===== config.mk =====
export PLATFORM = sky130hd
export DESIGN_NAME = coinc_majority_top
export DESIGN_NICKNAME = d
export VERILOG_FILES = /design/src/rtl/coinc_pkg.sv /design/src/rtl/coinc_delay_line.sv /design/src/rtl/coinc_mode_decode.sv /design/src/rtl/coinc_majority.sv /design/src/rtl/coinc_majority_top.sv
export SDC_FILE = /design/constraint.sdc
export NUM_CORES = 1
export LEC_CHECK = 0
export BUFFER_PORTS_ARGS = -buffer_cell sky130_fd_sc_hd__buf_2
export CAP_MARGIN = 10
export CORE_MARGIN = 5
export CORE_UTILIZATION = 32
export DETAILED_ROUTE_END_ITERATION = 7
export PLACE_DENSITY = 0.46
export SYNTH_ARGS = -nofsm -noshare
export SYNTH_HDL_FRONTEND = slang
export SYNTH_HIERARCHICAL = 1
export SYNTH_SLANG_ARGS = --single-unit
export TNS_END_PERCENT = 10

===== constraint.sdc =====
create_clock -name clk -period 4.64 [get_ports clk]
set_clock_uncertainty 0.15 [all_clocks]
set_input_delay 0.928 -clock clk [delete_from_list [all_inputs] [get_ports clk]]
set_output_delay 0.928 -clock clk [all_outputs]
set_load 0.05 [all_outputs]

===== src/rtl/coinc_pkg.sv =====
package coinc_pkg;

   localparam int NLAYER = 4;
   localparam int THR_W  = $clog2(NLAYER + 1);
   localparam int MODE_W = 3;

   typedef enum logic [MODE_W-1:0] {
      MODE_WIRE_DBL  = 3'd0,
      MODE_WIRE_TRP  = 3'd1,
      MODE_STRIP_DBL = 3'd2,
      MODE_STRIP_TRP = 3'd3,
      MODE_INNER     = 3'd4
   } chamber_mode_e;

   typedef struct packed {
      logic              valid;
      logic [NLAYER-1:0] layer_en;
      logic [THR_W-1:0]  thr;
   } coinc_cfg_t;

endpackage


===== src/rtl/coinc_delay_line.sv =====
module coinc_delay_line #(
   parameter int NCH   = 8,
   parameter int DLY_W = 4
) (
   input  logic             clk,
   input  logic             rst_n,
   input  logic [NCH-1:0]   din,
   input  logic [DLY_W-1:0] sel,
   output logic [NCH-1:0]   dout
);
   localparam int DEPTH = (1 << DLY_W) - 1;

   generate
      if (DEPTH == 1) begin : g_single
         logic [NCH-1:0] stage_q;

         always_ff @(posedge clk or negedge rst_n) begin
            if (!rst_n) stage_q <= '0;
            else        stage_q <= din;
         end

         always_comb dout = (sel == '0) ? din : stage_q;
      end else begin : g_chain
         logic [NCH-1:0] stage_q [DEPTH];

         always_ff @(posedge clk or negedge rst_n) begin
            if (!rst_n) begin
               for (int j = 0; j < DEPTH; j++) stage_q[j] <= '0;
            end else begin
               stage_q[0] <= din;
               for (int j = 1; j < DEPTH; j++) stage_q[j] <= stage_q[j-1];
            end
         end

         always_comb begin
            if (sel == '0) dout = din;
            else           dout = stage_q[sel - DLY_W'(1)];
         end
      end
   endgenerate
endmodule


===== src/rtl/coinc_mode_decode.sv =====
module coinc_mode_decode
   import coinc_pkg::*;
(
   input  logic [MODE_W-1:0] mode_sel,
   input  logic [THR_W-1:0]  thr_cfg,
   output coinc_cfg_t        cfg
);
   logic [THR_W-1:0]  n_used;
   logic [THR_W-1:0]  thr_dflt;
   logic [NLAYER-1:0] en;
   logic              known;

   always_comb begin
      known    = 1'b1;
      n_used   = THR_W'(NLAYER);
      thr_dflt = THR_W'(NLAYER - 1);
      en       = '1;
      case (mode_sel)
         MODE_WIRE_DBL, MODE_STRIP_DBL: begin
            n_used   = THR_W'(4);
            thr_dflt = THR_W'(3);
            en       = 4'b1111;
         end
         MODE_WIRE_TRP: begin
            n_used   = THR_W'(3);
            thr_dflt = THR_W'(2);
            en       = 4'b0111;
         end
         MODE_STRIP_TRP, MODE_INNER: begin
            n_used   = THR_W'(2);
            thr_dflt = THR_W'(1);
            en       = 4'b0011;
         end
         default: begin
            known = 1'b0;
            en    = '0;
         end
      endcase
   end

   always_comb begin
      cfg.valid    = known;
      cfg.layer_en = en;
      if (thr_cfg == '0)        cfg.thr = thr_dflt;
      else if (thr_cfg > n_used) cfg.thr = n_used;
      else                      cfg.thr = thr_cfg;
   end
endmodule


===== src/rtl/coinc_majority.sv =====
module coinc_majority
   import coinc_pkg::*;
#(
   parameter int NCH = 8
) (
   input  logic [NLAYER*NCH-1:0] dly_hits,
   input  coinc_cfg_t            cfg,
   output logic [NCH-1:0]        fire
);
   for (genvar c = 0; c < NCH; c++) begin : g_ch
      logic [NLAYER-1:0] col;
      logic [THR_W-1:0]  cnt;

      for (genvar l = 0; l < NLAYER; l++) begin : g_lay
         assign col[l] = dly_hits[l*NCH + c] & cfg.layer_en[l];
      end

      always_comb begin
         cnt = '0;
         for (int l = 0; l < NLAYER; l++) cnt = cnt + THR_W'(col[l]);
      end

      assign fire[c] = cfg.valid && (cnt >= cfg.thr);
   end
endmodule


===== src/rtl/coinc_majority_top.sv =====
module coinc_majority_top
   import coinc_pkg::*;
#(
   parameter int NCH   = 8,
   parameter int DLY_W = 4
) (
   input  logic                    clk,
   input  logic                    rst_n,
   input  logic [MODE_W-1:0]       mode_sel,
   input  logic [THR_W-1:0]        thr_cfg,
   input  logic [NLAYER*DLY_W-1:0] dly_cfg,
   input  logic [NLAYER*NCH-1:0]   hit_in,
   output logic [NCH-1:0]          trig_out
);
   if (NCH < 1) begin : g_bad_nch
      $error("coinc_majority_top: NCH must be at least 1");
   end
   if (DLY_W < 1 || DLY_W > 6) begin : g_bad_dly
      $error("coinc_majority_top: DLY_W must lie in 1..6");
   end

   logic [NLAYER*NCH-1:0] aligned;
   coinc_cfg_t            cfg;
   logic [NCH-1:0]        fire;

   for (genvar l = 0; l < NLAYER; l++) begin : g_layer
      coinc_delay_line #(
         .NCH   (NCH),
         .DLY_W (DLY_W)
      ) u_dly (
         .clk   (clk),
         .rst_n (rst_n),
         .din   (hit_in[l*NCH +: NCH]),
         .sel   (dly_cfg[l*DLY_W +: DLY_W]),
         .dout  (aligned[l*NCH +: NCH])
      );
   end

   coinc_mode_decode u_mode (
      .mode_sel (mode_sel),
      .thr_cfg  (thr_cfg),
      .cfg      (cfg)
   );

   coinc_majority #(
      .NCH (NCH)
   ) u_maj (
      .dly_hits (aligned),
      .cfg      (cfg),
      .fire     (fire)
   );

   always_ff @(posedge clk or negedge rst_n) begin
      if (!rst_n) trig_out <= '0;
      else        trig_out <= fire;
   end
endmodule


==> flow_metrics.tcl <==
set metrics [dict create \
    die_height_um 253 \
    drive_above_1_share_pct 18.9 \
    synth_top_cell_by_area "dfrtp_1" \
    yosysUniqueCellTypes 43 \
    drt_first_pass_iters 5 \
    synth.net_count 1326 \
    hp-class "register to register" \
    worst_slack_ns 0.623 \
    power.density_mw_per_mm2 454 \
    dp_cells 2062 \
    min_period_ns 4.02 \
    outcome "finished, final reports clean" \
    wire_per_inst_um 19.2 \
    syn-cell-area_mm2 0.0189 \
    clkTransAtPathRegs_ns 0.06 \
    postSynthAreaPerCell_um2 15.6 \
    tritoncts "built" \
    place_ws_ns -0.0585 \
    cts_root_buf "clkbuf_16" \
    r2r_cells 12 \
    vias_per_cell 4.80 \
    ios 64 \
    end_kind "register" \
    cts.sinks 488 \
    synth_top_area_share_pct 64.7 \
    cp-start-kind "input pin" \
    start_util_pct 32.2 \
    hold_viol 0 \
    p_total_mw 10.2 \
    tightest_slew_ns 1.12 \
    slew_violations 0 \
    post_cts_buffers 0 \
    holdPathStages 0 \
    async_reset_ff_share_pct 100 \
    overflow 0 \
    grt_first_pass_wirelength_um 67100 \
    area_growth_pct 18.6 \
    path_class "input pin to register" \
    clockBufferDepth 3 \
    globalplace.congestion 0.731 \
    die_w_um 253 \
    dpl.hpwl_um 27100 \
    cts_buffers 54 \
    relSlewSlack_pct 24.7 \
    cp_max_fo 10 \
    max_freq_mhz 249 \
    layout_common_cells "488 x dfrtp_1, 117 x nor3_1, 89 x mux2i_1, 62 x buf_2" \
    period_share_pct 86.6 \
    row_count 89 \
    rsz0062_at_grt "no" \
    antenna_found_initial 6 \
    drv_cap 0 \
    synth_seq_cells 488 \
    worst_ep_arrival_time_ns 4.37 \
    holdBufCountCts 0 \
    synth_warnings 6 \
    gr-usage-all-layers_pct 13.3 \
    post_cts_resized 0 \
    synthCells 1212 \
    final_common_cell "dfrtp_1" \
    grt_max_degree 109 \
    coreArea_mm2 0.0587 \
    drc 0 \
    insertion_delay_ns 0.60 \
    required_ns 4.99 \
    fillers 5404 \
    ant_nets 0 \
    nets 1459 \
    drt_iter0_markers 568 \
    dr_total_vias 10400 \
    grt_pass1_vias 11300 \
    setup_viol 0 \
    final_cells 2163 \
    synth_edf_count 0 \
    die_area_mm2 0.0640 \
    leakagePower_nw 9.96 \
    port-buffer-count 63 \
    routed_wirelength_um 41500 \
    peakVddDrop_mv 0.259 \
    ys_seq_area_share_pct 64.7 \
    synth_area_leaders "dfrtp_1 65%, mux4_1 8.3%, mux2i_1 4.7%, ha_1 3.3%, nor3_1 3.1%" \
    ys.flop_type "dfrtp_1" \
    htreeDepth 2 \
]
==> sequential cells by signal (all words and copies together) (netlist names) <==
register	count
trig_out	8
g_layer.u_dly/g_chain.stage_q	480
==> power by group <==
part | leakage (nW) | internal, mW | switching (mW)
clock | 0.899 | 2.65 | 1.71
sequential | 5.70 | 4.49 | 0.126
combinational | 3.36 | 0.521 | 0.679
total | 9.96 | 7.66 | 2.52
==> critical path, cell delays in order <==
cell      delay (ns)
buf_2           0.15
inv_2           0.08
ha_2            0.46
buf_12          0.18
and3_1          0.29
a21oi_1         0.10
a211oi_1        0.45
buf_4           0.20
and2_1          0.16
fa_1            0.40
ha_1            0.19
ha_1            0.29
ha_1            0.26
o21ai_0         0.08
a21oi_1         0.14
==> layout make-up <==
cell class	instances	area [um^2]	share of cell area, %
Clock inverter	17	245	1.09
Antenna cell	2	5.00	0.0223
Sequential cell	488	12200	54.5
Inverter	31	116	0.520
Tap cell	773	967	4.32
Clock buffer	82	1600	7.13
Multi-Input combinational cell	636	6150	27.4
Timing Repair Buffer	134	1110	4.95
==> cell families after synthesis <==
logic type                 count (synthesis)  share of synthesized area (%)
DFF                                      488                           64.7
and+or+nand+nor                          260                           7.01
muxes                                    161                           14.3
AOI/OAI and AO/OA                        149                           6.22
buffers and inverters                     88                           2.84
adders and majority gates                 58                           4.16
xor gates and xnor gates                   8                          0.769
==> Yosys cell counts, drive strengths merged (8+ instances only) <==
cell type / n
inv: 31
o31ai: 8
and3: 8
o21ai: 22
fa: 8
and2: 60
buf: 53
dfrtp: 488
a21oi: 39
nor3: 117
nor2: 55
mux2i: 89
a211oi: 56
ha: 50
mux4: 68
nand2: 12
==> per-layer routing <==
layer	global-route usage (%)	wire length, um
met1	18.9	19500
met2	20.8	19400
met3	2.65	1680
met4	3.92	834
met5	0	48
==> through the flow <==
step	TNS [ns]	instance area (um^2)	util (%)	hold WS [ns]
detailed placement	-0.0585	20500	35.0	0.202
global placement	0	20500	35.0	0.200
CTS	0	22400	38.2	0.207
global route	0	22400	38.2	0.207
floorplan	0	18900	-	0.196
finish	0	22400	38.2	0.204
==> worst paths after layout <==
kind	startpoint	endpoint	slack, ns
max	dly_cfg[12]	trig_out[3]	0.62
min	g_layer[3].u_dly/g_chain.stage_q[87]	g_layer[3].u_dly/g_chain.stage_q[79]	0.20
max reg2reg	g_layer[0].u_dly/g_chain.stage_q[103]	trig_out[7]	1.18
min reg2reg	g_layer[3].u_dly/g_chain.stage_q[87]	g_layer[3].u_dly/g_chain.stage_q[79]	0.20
max in group asynchronous	rst_n	g_layer[1].u_dly/g_chain.stage_q[109]	3.18
min in group asynchronous	rst_n	g_layer[2].u_dly/g_chain.stage_q[118]	0.23
Power figures use the tool's default switching activity.
